$ cat src/rtl/codir_encoder.sv
module codir_encoder #(
  parameter int OCT_W = 8
) (
  input  logic clk,
  input  logic rst_n,
  input  logic tx2m_en,
  input  logic tx256k_en,
  input  logic slot_a,
  input  logic slot_b,
  input  logic slot_sel,
  input  logic pcm_in,
  input  logic alarm_in,
  output logic line_pos_n,
  output logic line_neg_n
);
  localparam int BW = $clog2(OCT_W);
  localparam logic [BW-1:0] LAST = BW'(OCT_W - 1);
  localparam logic [BW-1:0] PENULT = BW'(OCT_W - 2);

  logic [OCT_W-2:0] in_sr;
  logic [BW-1:0]    in_cnt;
  logic [OCT_W-1:0] latch_q, cur_q;
  logic             latch_full, repeat_ok, active, last_neg;
  logic [BW-1:0]    bit_idx;
  logic [1:0]       phase;

  logic strobe, cap, in_done;
  logic [OCT_W-1:0] in_next;
  assign strobe  = slot_sel ? slot_a : slot_b;
  assign cap     = tx2m_en && strobe;
  assign in_done = cap && (in_cnt == LAST);
  assign in_next = {in_sr, pcm_in};

  always_ff @(posedge clk or negedge rst_n) begin
    if (!rst_n) begin
      in_sr  <= '0;
      in_cnt <= '0;
    end else if (tx2m_en && !strobe) begin
      in_cnt <= '0;
    end else if (cap) begin
      in_sr  <= in_next[OCT_W-2:0];
      in_cnt <= in_done ? '0 : in_cnt + BW'(1);
    end
  end

  logic oct_end, need, take, resend, keep_pol;
  assign oct_end  = (phase == 2'd3) && (bit_idx == LAST);
  assign need     = tx256k_en && (!active || oct_end);
  assign take     = need && latch_full;
  assign resend   = need && !latch_full && active && repeat_ok;
  assign keep_pol = (bit_idx == PENULT) && !alarm_in;

  always_ff @(posedge clk or negedge rst_n) begin
    if (!rst_n) begin
      latch_q    <= '0;
      latch_full <= 1'b0;
    end else begin
      if (in_done) latch_q <= in_next;
      if (in_done)   latch_full <= 1'b1;
      else if (take) latch_full <= 1'b0;
    end
  end

  always_ff @(posedge clk or negedge rst_n) begin
    if (!rst_n) begin
      cur_q     <= '0;
      repeat_ok <= 1'b0;
      active    <= 1'b0;
      last_neg  <= 1'b1;
      bit_idx   <= '0;
      phase     <= '0;
    end else if (tx256k_en) begin
      if (need) begin
        phase   <= '0;
        bit_idx <= '0;
        if (take) begin
          cur_q     <= latch_q;
          repeat_ok <= 1'b1;
          active    <= 1'b1;
          last_neg  <= ~last_neg;
        end else if (resend) begin
          repeat_ok <= 1'b0;
          last_neg  <= ~last_neg;
        end else begin
          active <= 1'b0;
        end
      end else begin
        phase <= phase + 2'd1;
        if (phase == 2'd3) begin
          bit_idx <= bit_idx + BW'(1);
          if (!keep_pol) last_neg <= ~last_neg;
        end
      end
    end
  end

  logic cur_bit, mark;
  assign cur_bit    = cur_q[LAST - bit_idx];
  assign mark       = active && (cur_bit ? ~phase[1] : ~phase[0]);
  assign line_pos_n = ~(mark && !last_neg);
  assign line_neg_n = ~(mark && last_neg);
endmodule

$ cat config.mk
export PLATFORM = sky130hd
export DESIGN_NAME = codir_encoder
export DESIGN_NICKNAME = d
export VERILOG_FILES = /design/src/rtl/codir_encoder.sv
export SDC_FILE = /design/constraint.sdc
export NUM_CORES = 1
export LEC_CHECK = 0
export BUFFER_PORTS_ARGS = -buffer_cell sky130_fd_sc_hd__clkbuf_2
export CORE_MARGIN = 3
export CORE_UTILIZATION = 48
export DETAILED_ROUTE_END_ITERATION = 10
export PLACE_DENSITY = 0.67
export REMOVE_ABC_BUFFERS = 1
export SYNTH_ARGS = -nofsm -noshare
export SYNTH_HDL_FRONTEND = slang
export SYNTH_SLANG_ARGS = --single-unit
$ cat constraint.sdc
create_clock -name clk -period 5.2 [get_ports clk]
set_input_delay 1.04 -clock clk [delete_from_list [all_inputs] [get_ports clk]]
set_output_delay 1.04 -clock clk [all_outputs]
set_load 0.03 [all_outputs]
# Word-level counts from Yosys, hierarchy flattened
# Cells that the tools add are included.
# classes
mux,21
n_bitwise,6
addsub,4
n_eq_ne,7
reduce_logical,29
order_cmp,1
# ops
operator,count
2-to-1 mux 3 bit,5
2-to-1 mux 1 bit,14
logical AND 1 bit,13
"equality test 3 bit, second input constant",3
AND reduction 3 bit,3
nonzero test 2 bit,4
"adder 3 x 1 -> 3 bit, second input constant",2
NOT 1 bit,6
logical NOT 1 bit,5
"< comparator 3 x 4 -> 1 bit, second input constant",1
"!= test 2 bit, second input constant",2
AND reduction 2 bit,2
AND reduction 4 bit,1
binary-select mux 1 bit (select 3 bit),1
"!= test 3 x 1 -> 1 bit, second input constant",1
"subtractor 3 bit, first input constant",1
"adder 2 x 1 -> 2 bit, second input constant",1
"equality test 2 bit, second input constant",1
2-to-1 mux 2 bit,1
logical OR 1 bit,1
# word_totals
ff_bits,35
wordCells,78
input_bits,9

# Depth between registers and ports, before layout
# Gate-level depths: netlist (run 1).
# logic_depth
ltp_word,10
ltp_mapped,7
ltp_nobuf,6

# Least setup slack after synthesis (run 1)
# Ideal clock, no wire load.
# synth_path
path_type,register to output
startpoint,register bit_idx[0]
endpoint,output port line_neg_n
path_stages_with_launch,5
n_path_buf,1
required_time_ns,4.160
t_arrival_ns,1.716
path_slack_ns,2.444
cell_sequence,dfrtp_1 > buf_6 > mux2i_1 > mux4_2 > a41oi_1
# synth_between
elab_chain_len,7
# synth_lines
element,line_no,text
"start, declared",24,logic [BW-1:0] bit_idx;
"start signal, assigned",90,bit_idx <= bit_idx + BW'(1);
subtractor 3 bit,98,assign cur_bit = cur_q[LAST - bit_idx];
binary-select mux 1 bit (select 3 bit),98,
2-to-1 mux 1 bit (not written as such),98,
2-to-1 mux 1 bit,99,assign mark = active && (cur_bit ? ~phase[1] : ~phase[0]);
logical AND 1 bit,99,
logical AND 1 bit,101,assign line_neg_n = ~(mark && last_neg);
NOT 1 bit,101,
"end, declared",14,output logic line_neg_n
# No other way between the ends. The select of a mux whose other input is x is not followed.

# Final worst setup path (run 1)
# layout_path
startpoint,register bit_idx[0]
endpoint,output port line_pos_n
# layout_between
elab_chain_len,7
# layout_lines
element,line_no,text
subtractor 3 bit,98,
binary-select mux 1 bit (select 3 bit),98,
2-to-1 mux 1 bit (not written as such),98,
2-to-1 mux 1 bit,99,
logical AND 1 bit,99,
logical AND 1 bit,100,assign line_pos_n = ~(mark && !last_neg);
NOT 1 bit,100,
"end, declared",13,"output logic line_pos_n,"
# No other way between the ends. The select of a mux whose other input is x is not followed.

==> results of run 1 <==
-- Yosys cell counts, drive strengths merged (2+ instances only) --
cell type	n
ha	6
nand2	9
nand2b	2
nor3	3
a21oi	5
inv	9
mux2i	4
mux2	25
nand3	3
nor2	2
buf	2
dfrtp	34
o32ai	2
a22o	2
o21ai	7
-- cell type report --
cell class / instances / area (um^2) / share of cell area (%)
clock inverter: 3 / 43.79 / 2.489
tap: 44 / 55.05 / 3.129
multi-input combinational: 78 / 661.9 / 37.62
sequential: 35 / 877.1 / 49.86
inverter: 9 / 33.78 / 1.920
clock buffer: 5 / 37.54 / 2.134
timing repair buffer: 10 / 50.05 / 2.845
-- worst max-delay path, stage by stage (launching register included) --
cell,delay [ns]
dfrtp_1,0.50
mux2i_1,0.16
mux4_2,0.52
o41a_1,0.33
clkbuf_2,0.19
-- cell families (layout without fill, tap and decap cells) --
group	after synthesis	in the layout	share of synthesized area [%]
mux	30	30	21.60
simple gates	21	21	6.362
xor+xnor	1	1	0.5500
fa+ha+maj	6	6	4.713
compound gates	20	20	8.327
flops	35	35	55.07
buf+inv	12	27	3.377
-- how the worst max path moves through the flow --
stage | endpoint | cells after the start
3_3_place_gp | line_pos_n | 4
4_1_cts | line_pos_n | 4
2_1_floorplan | line_neg_n | 3
3_5_place_dp | line_pos_n | 4
6_report | line_pos_n | 4
5_1_grt | line_pos_n | 4
-- layer usage --
| layer | GRT usage (%) | up-vias | wire length [um] |
|---|---|---|---|
| met5 | 0 | - | 0 |
| met4 | 4.852 | 0 | 19 |
| met3 | 6.595 | 4 | 97 |
| met2 | 23.86 | 14 | 1252 |
| met1 | 18.21 | 487 | 1219 |
| li1 | - | 480 | - |
-- power by group through the flow --
stage	sequential [mW]	combinational, mW	clock [mW]
CTS	0.360	0.117	0.201
floorplan	0.353	0.0894	0
detailed placement	0.366	0.116	0
global placement	0.362	0.111	0
global route	0.366	0.130	0.217
finish	0.359	0.114	0.195
-- flip-flops by register name, summed over array words and instances, names as in the netlist --
signal and count:
active 1, bit_idx 3, cur_q 8, in_cnt 3, in_sr 7, last_neg 1
latch_full 1, latch_q 8, phase 2, repeat_ok 1
-- per-stage QoR --
| step | worst slack, ns | power (mW) | instance area [um^2] |
|---|---|---|---|
| after floorplan | 2.447 | 0.4428 | 1573 |
| after global placement | 2.532 | 0.4725 | 1678 |
| after detailed placement | 2.501 | 0.4815 | 1678 |
| after CTS | 2.101 | 0.6781 | 1759 |
| after global routing | 2.005 | 0.7131 | 1759 |
| final | 2.122 | 0.6680 | 1759 |
-- layout by cell type, fill, tap and decap left out, types with 2 or more instances in the layout --
cell type / n
a21oi_1: 5
a22o_1: 2
clkbuf_2: 10
clkbuf_4: 5
dfrtp_1: 34
ha_1: 6
inv_1: 9
mux2_2: 25
mux2i_1: 4
nand2_1: 9
nand2b_1: 2
nand3_1: 3
nor3_1: 3
o21ai_0: 7
o32ai_1: 2
==> results_tabular.tex, run 1 <==
\begin{tabular}{lr}
\hline
Metric & Value \\
\hline
\multicolumn{2}{l}{\textbf{Worst setup path}} \\
\quad Data required time at the worst endpoint & 4.16 ns \\
\quad Worst path arrival time & 2.04 ns \\
\quad Crit path max fanout & 8 \\
\quad Crit. End Element & output port \\
\quad Startpoint Class & flop \\
\quad Crit Path Category & flop to output port \\
\quad Endpoint of the lowest-slack register-to-register path & cur\_q[1] \\
\quad Setup slack of the most critical reg-to-reg path & 3.14 ns \\
\quad R2R Path Start & bit\_idx[0] \\
\quad Cell count of the worst reg-to-reg path & 5 \\
\quad Beginning of the critical path & bit\_idx[0] \\
\multicolumn{2}{l}{\textbf{STA}} \\
\quad Worst slew slack as a fraction of its limit & 45.15\% \\
\quad Max Fclk & 324.9 MHz \\
\quad Transition time of the tightest slew-check pin & 0.8228 ns \\
\quad Pins Over Slew Limit & 0 \\
\quad Worst setup skew after layout & 0.006576 ns \\
\quad Final Cycle Share & 59.20\% \\
\quad Setup repair after global routing missed its margin & false \\
\quad Setup TNS & 0 ns \\
\quad Final hold slack & 0.5158 ns \\
\quad Count of final hold-check violations & 0 \\
\quad Final setup violation count & 0 \\
\quad Tmin final & 3.078 ns \\
\multicolumn{2}{l}{\textbf{Synth}} \\
\quad Sequential fraction of the synthesis area & 55.07\% \\
\quad Number of instances in the synthesized netlist & 125 \\
\quad Synth area leader & dfrtp\_1 \\
\quad Top cell type's share of synthesized area & 53.42\% \\
\quad Average cell area after synthesis & 12.74 um\^{}2 \\
\quad Number of flops mapped to enable cells by yosys & 0 \\
\quad Flip-flop and latch count after synthesis & 35 \\
\quad Netlist area before placement & 0.001593 mm\^{}2 \\
\quad Largest cells by area after synthesis & dfrtp\_1 (53\%), mux2\_2 (18\%), ha\_1 (4.7\%) \\
\quad Proportion of register bits with asynchronous set or reset after synthesis & 100.0\% \\
\quad Prevailing post-synth register cell & dfrtp\_1 \\
\quad Synthesis warning total & 0 \\
\quad Distinct cell type count of the synthesized netlist & 27 \\
\multicolumn{2}{l}{\textbf{Floorplan}} \\
\quad Core region area & 0.003103 mm\^{}2 \\
\quad Die span in x & 63.61 um \\
\quad Placement row count & 20 \\
\quad Die height & 63.61 um \\
\quad Starting density of the core & 51.33\% \\
\quad Num ports & 11 \\
\quad Die outline area & 0.004046 mm\^{}2 \\
\multicolumn{2}{l}{\textbf{Finish}} \\
\quad Area delta synth->final & 10.45\% \\
\quad Final cell utilization of the core & 56.69\% \\
\quad Layout cells sized above 1 & 32.86\% \\
\quad Fill cells & 290 \\
\quad Number of nets in the layout & 154 \\
\quad Number of inserted diodes & 0 \\
\quad Final non-filler cell total & 184 \\
\multicolumn{2}{l}{\textbf{Pwr}} \\
\quad Power density normalized to cell area & 379.7 mW/mm\^{}2 \\
\quad Switching portion of total power & 28.66\% \\
\quad Pint & 0.4765 mW \\
\quad Seq pwr share & 53.7\% \\
\quad Worst VDD drop & 0.2537 mV \\
\quad Clock group share of total power & 29.2\% \\
\quad Combinational Power Share & 17.1\% \\
\quad Net switching power & 0.1914 mW \\
\quad P\_leak & 0.8329 nW \\
\multicolumn{2}{l}{\textbf{Routing}} \\
\quad DRC violations left & 0 \\
\quad Number of vias per cell after detailed routing & 5.353 \\
\quad Average wire per standard cell & 14.06 um \\
\quad Final ANT Viol Nets & 0 \\
\quad Drt first-iter violations & 45 \\
\quad DRT Wirelength & 2.587 mm \\
\quad Vias & 985 \\
\quad Number of search-and-repair iterations in the first detailed-routing pass & 4 \\
\multicolumn{2}{l}{\textbf{Status}} \\
\quad Result of the run & finished clean \\
\multicolumn{2}{l}{\textbf{Clock tree}} \\
\quad Number of clock buffers inserted by TritonCTS & 5 \\
\quad Number of levels the H-tree was split into & 2 \\
\quad CTS tree & built \\
\quad Cts repair resizes & 0 \\
\quad Buffer type at the clock tree root & clkbuf\_4 \\
\quad Clock sinks & 35 \\
\quad Worst-path clk slew & 0.11 ns \\
\quad CTS hold repair buffers & 0 \\
\quad Clock latency at the later pin of the worst-skew pair & 0.34 ns \\
\quad Post-CTS Setup Repair Bufs & 0 \\
\quad Maximum clock insertion buffer count & 2 \\
\multicolumn{2}{l}{\textbf{Placement}} \\
\quad Final weighted congestion in routability-driven placement & 0.9065 \\
\quad HPWL after detailed placement & 1.919 mm \\
\quad Total instance count after detailed placement & 176 \\
\quad Port-buffer cells & 10 \\
\multicolumn{2}{l}{\textbf{Global route}} \\
\quad Global-route wire length before repair & 4.609 mm \\
\quad Antenna violations before repair & 0 \\
\quad Maximum number of pins on one net before global-route repair & 36 \\
\quad Number of global-route vias before repair & 984 \\
\quad Global-route congestion overflow total & 0 \\
\quad Global routing usage summed across all routing layers & 15.00\% \\
\multicolumn{2}{l}{\textbf{Worst hold path}} \\
\quad Launch instance of the worst min-delay path & latch\_q[7] \\
\quad Endpoint with the worst hold slack & cur\_q[7] \\
\quad Path type of the worst min-delay path & flop to flop \\
\quad WHS Path Cells & 1 \\
\multicolumn{2}{l}{\textbf{Job}} \\
\quad Max capacitance violation total & 0 \\
\hline
\end{tabular}
(Power assumes the default switching activity.)
==> inputs of run 2 (changes only) <==
- ABC_AREA: not set -> 1
- clock period: 5.2 -> 3.15 ns (I/O delays scaled with it)
==> run 2 against run 1 <==
Core utilization barely moved; register-to-register slack got worse by 1.7 ns; sequential share of layout area fell by 1.1 points; critical path depth rose by 3; critical path type unchanged; setup slack got worse by 1.2 ns; sequential power rose by 66%; clock skew fell by 0.0012 ns; cell count rose by 29%; design area rose by 2.3%.
==> results_tabular.tex, run 2 <==
\begin{tabular}{lr}
\hline
Metric & Value \\
\hline
\multicolumn{2}{l}{\textbf{Status}} \\
\quad Result of the run & finished clean \\
\multicolumn{2}{l}{\textbf{Global route}} \\
\quad Maximum number of pins on one net before global-route repair & 36 (unchanged) \\
\quad Global routing usage summed across all routing layers & 14.79\% (-0.21 points) \\
\quad Global-route congestion overflow total & 0 (unchanged) \\
\quad Global-route wire length before repair & 4.698 mm (+1.9\%) \\
\quad Antenna violations before repair & 0 (unchanged) \\
\quad Number of global-route vias before repair & 1036 (+5.3\%) \\
\multicolumn{2}{l}{\textbf{Synth}} \\
\quad Synthesis warning total & 0 (unchanged) \\
\quad Flip-flop and latch count after synthesis & 35 (unchanged) \\
\quad Most frequent cells after synthesis & nand2\_1 (48), dfrtp\_1 (34), inv\_1 (27) \\
\quad Cell with the most instances after synthesis & nand2\_1 \\
\quad Number of flops mapped to enable cells by yosys & 0 (unchanged) \\
\quad Distinct cell type count of the synthesized netlist & 23 (-15\%) \\
\quad Sequential fraction of the synthesis area & 52.79\% (-2.3 points) \\
\quad Prevailing post-synth register cell & dfrtp\_1 \\
\quad Average cell area after synthesis & 9.283 um\^{}2 (-27\%) \\
\quad Number of instances in the synthesized netlist & 179 (+43\%) \\
\quad Proportion of register bits with asynchronous set or reset after synthesis & 100.0\% (unchanged) \\
\quad Netlist area before placement & 0.001662 mm\^{}2 (+4.3\%) \\
\quad Largest cells by area after synthesis & dfrtp\_1 (51\%), nand2\_1 (11\%), o21ai\_2 (7.9\%) \\
\quad Synth area leader & dfrtp\_1 \\
\quad Top cell type's share of synthesized area & 51.20\% (-2.2 points) \\
\multicolumn{2}{l}{\textbf{Clock tree}} \\
\quad Number of clock buffers inserted by TritonCTS & 5 (unchanged) \\
\quad Number of levels the H-tree was split into & 2 (unchanged) \\
\quad Worst-path clk slew & 0.10 ns (about the same) \\
\quad CTS hold repair buffers & 0 (unchanged) \\
\quad Clock latency at the later pin of the worst-skew pair & 0.33 ns (about the same) \\
\quad Maximum clock insertion buffer count & 2 (unchanged) \\
\quad Cts repair resizes & 0 (unchanged) \\
\quad Post-CTS Setup Repair Bufs & 0 (unchanged) \\
\quad Clock sinks & 35 (unchanged) \\
\quad CTS tree & built \\
\quad Buffer type at the clock tree root & clkbuf\_4 \\
\multicolumn{2}{l}{\textbf{Worst setup path}} \\
\quad Setup slack of the most critical reg-to-reg path & 1.47 ns (-1.67 ns) \\
\quad Crit Path Category & flop to output port \\
\quad Cell count of the worst reg-to-reg path & 7 (+2) \\
\quad Beginning of the critical path & bit\_idx[0] \\
\quad Startpoint Class & flop \\
\quad Worst path arrival time & 1.62 ns (-0.42 ns) \\
\quad Crit path max fanout & 9 (+1) \\
\quad Crit. End Element & output port \\
\quad R2R Path Start & bit\_idx[0] \\
\quad Endpoint of the lowest-slack register-to-register path & bit\_idx[0] \\
\quad Data required time at the worst endpoint & 2.52 ns (-1.64 ns) \\
\multicolumn{2}{l}{\textbf{Finish}} \\
\quad Number of inserted diodes & 0 (unchanged) \\
\quad Largest regs & cur\_q: 8 flops, latch\_q: 8 flops, in\_sr: 7 flops \\
\quad Fill cells & 294 (+1.4\%) \\
\quad Layout cells sized above 1 & 20.73\% (-12 points) \\
\quad Most common cell after layout, fill and taps aside & nand2\_1 \\
\quad Number of nets in the layout & 207 (+34\%) \\
\quad Final non-filler cell total & 237 (+29\%) \\
\quad Final non-filler cell area & 0.001800 mm\^{}2 (+2.3\%) \\
\quad Commonest non-fill, non-tap cells in the layout & nand2\_1 (48), dfrtp\_1 (34), inv\_1 (27) \\
\quad Area delta synth->final & 8.359\% \\
\multicolumn{2}{l}{\textbf{Routing}} \\
\quad Drt first-iter violations & 101 (+120\%) \\
\quad DRT Wirelength & 2.631 mm (+1.7\%) \\
\quad Vias & 1149 (+17\%) \\
\quad Number of search-and-repair iterations in the first detailed-routing pass & 4 (unchanged) \\
\quad DRC violations left & 0 (unchanged) \\
\quad Final ANT Viol Nets & 0 (unchanged) \\
\quad Average wire per standard cell & 11.10 um (-21\%) \\
\quad Number of vias per cell after detailed routing & 4.848 (-9.4\%) \\
\multicolumn{2}{l}{\textbf{Pwr}} \\
\quad P\_leak & 0.9112 nW (+9.4\%) \\
\quad Worst VDD drop & 0.3268 mV (+29\%) \\
\quad Power consumption & 1.105 mW (+65\%) \\
\quad Power density normalized to cell area & 613.5 mW/mm\^{}2 (+62\%) \\
\multicolumn{2}{l}{\textbf{STA}} \\
\quad Pins Over Slew Limit & 0 (unchanged) \\
\quad Worst setup skew after layout & 0.005412 ns (-0.001164 ns) \\
\quad Worst slew slack as a fraction of its limit & 42.94\% (-2.2 points) \\
\quad Final Cycle Share & 71.48\% \\
\quad Setup repair after global routing missed its margin & false \\
\quad Final setup violation count & 0 (unchanged) \\
\quad Tmin final & 2.252 ns \\
\quad Max Fclk & 444.1 MHz \\
\quad Count of final hold-check violations & 0 (unchanged) \\
\quad Setup WS post-layout & 0.8983 ns (-1.223 ns) \\
\quad Transition time of the tightest slew-check pin & 0.8559 ns (+0.03308 ns) \\
\quad Setup TNS & 0 ns (unchanged) \\
\multicolumn{2}{l}{\textbf{Floorplan}} \\
\quad Starting density of the core & 52.28\% (+0.95 points) \\
\quad Die height & 64.84 um (+1.9\%) \\
\quad Die span in x & 64.84 um (+1.9\%) \\
\quad Placement row count & 20 (unchanged) \\
\quad Die outline area & 0.004204 mm\^{}2 (+3.9\%) \\
\quad Num ports & 11 (unchanged) \\
\quad Core region area & 0.003178 mm\^{}2 (+2.4\%) \\
\multicolumn{2}{l}{\textbf{Worst hold path}} \\
\quad Path type of the worst min-delay path & input pin to asynchronous set/reset pin \\
\multicolumn{2}{l}{\textbf{Placement}} \\
\quad Final weighted congestion in routability-driven placement & 0.9503 (+4.8\%) \\
\quad Port-buffer cells & 10 (unchanged) \\
\quad HPWL after detailed placement & 1.929 mm (+0.53\%) \\
\quad Post-detailed-placement cell area & 0.001732 mm\^{}2 (+3.2\%) \\
\quad Place WS & 1.255 ns (-1.246 ns) \\
\quad Total instance count after detailed placement & 229 (+30\%) \\
\multicolumn{2}{l}{\textbf{Job}} \\
\quad Max capacitance violation total & 0 (unchanged) \\
\hline
\end{tabular}
run 2: worst max-delay path by stage:
| stage | end | slack (ns) | cells after the start |
|---|---|---|---|
| 2_1_floorplan | line_neg_n | 1.36 | 7 |
| 3_3_place_gp | line_neg_n | 1.34 | 8 |
| 3_5_place_dp | line_pos_n | 1.26 | 7 |
| 4_1_cts | line_pos_n | 0.89 | 7 |
| 5_1_grt | line_neg_n | 0.73 | 8 |
| 6_report | line_pos_n | 0.90 | 7 |
run 2: area by class of cell:
cell class | instances | area (um^2) | share of cell area, %
clock buffer | 8 | 68.82 | 3.822
inverter | 28 | 105.1 | 5.837
multi-input combinational | 112 | 644.4 | 35.79
sequential | 35 | 877.1 | 48.71
tap | 44 | 55.05 | 3.058
timing repair buffer | 10 | 50.05 | 2.780
run 2: critical path: stages (launching register included):
cell	delay, ns
dfrtp_1	0.49
inv_1	0.13
nand2_1	0.08
nand3_1	0.06
nand3_1	0.11
nand3_1	0.11
nand4_1	0.10
clkbuf_2	0.21
run 2: stage by stage:
stage,utilization [%],hold WS (ns)
6_report,56.65,0.3889
5_1_grt,56.65,0.4426
4_1_cts,56.65,0.4252
3_5_place_dp,54.49,0.4521
3_3_place_gp,54.49,0.4594
2_1_floorplan,-,0.3344
run 2: report_power, final:
part | switching [mW] | total (mW) | internal [mW]
registers | 0.0471 | 0.597 | 0.550
logic | 0.142 | 0.236 | 0.0947
clock network | 0.140 | 0.271 | 0.131
run 2: routing by layer:
layer / wire, um / part of all wire (%) / GRT usage, % / vias to the layer above
li1: - / - / - / 597
met1: 1289 / 49 / 19.05 / 529
met2: 1198 / 46 / 22.48 / 21
met3: 125 / 4.8 / 5.719 / 2
met4: 19 / 0.72 / 5.541 / 0
met5: 0 / 0 / 0 / -
run 2: kinds of logic (layout without fill, tap and decap cells):
group           Yosys count  count (layout)  share of synthesized area, %
simple gates             70              70                         18.60
compound gates           35              35                         15.06
flops                    35              35                         52.79
buf+inv                  32              46                         8.433
fa+ha+maj                 6               6                         4.518
mux                       1               1                        0.6024
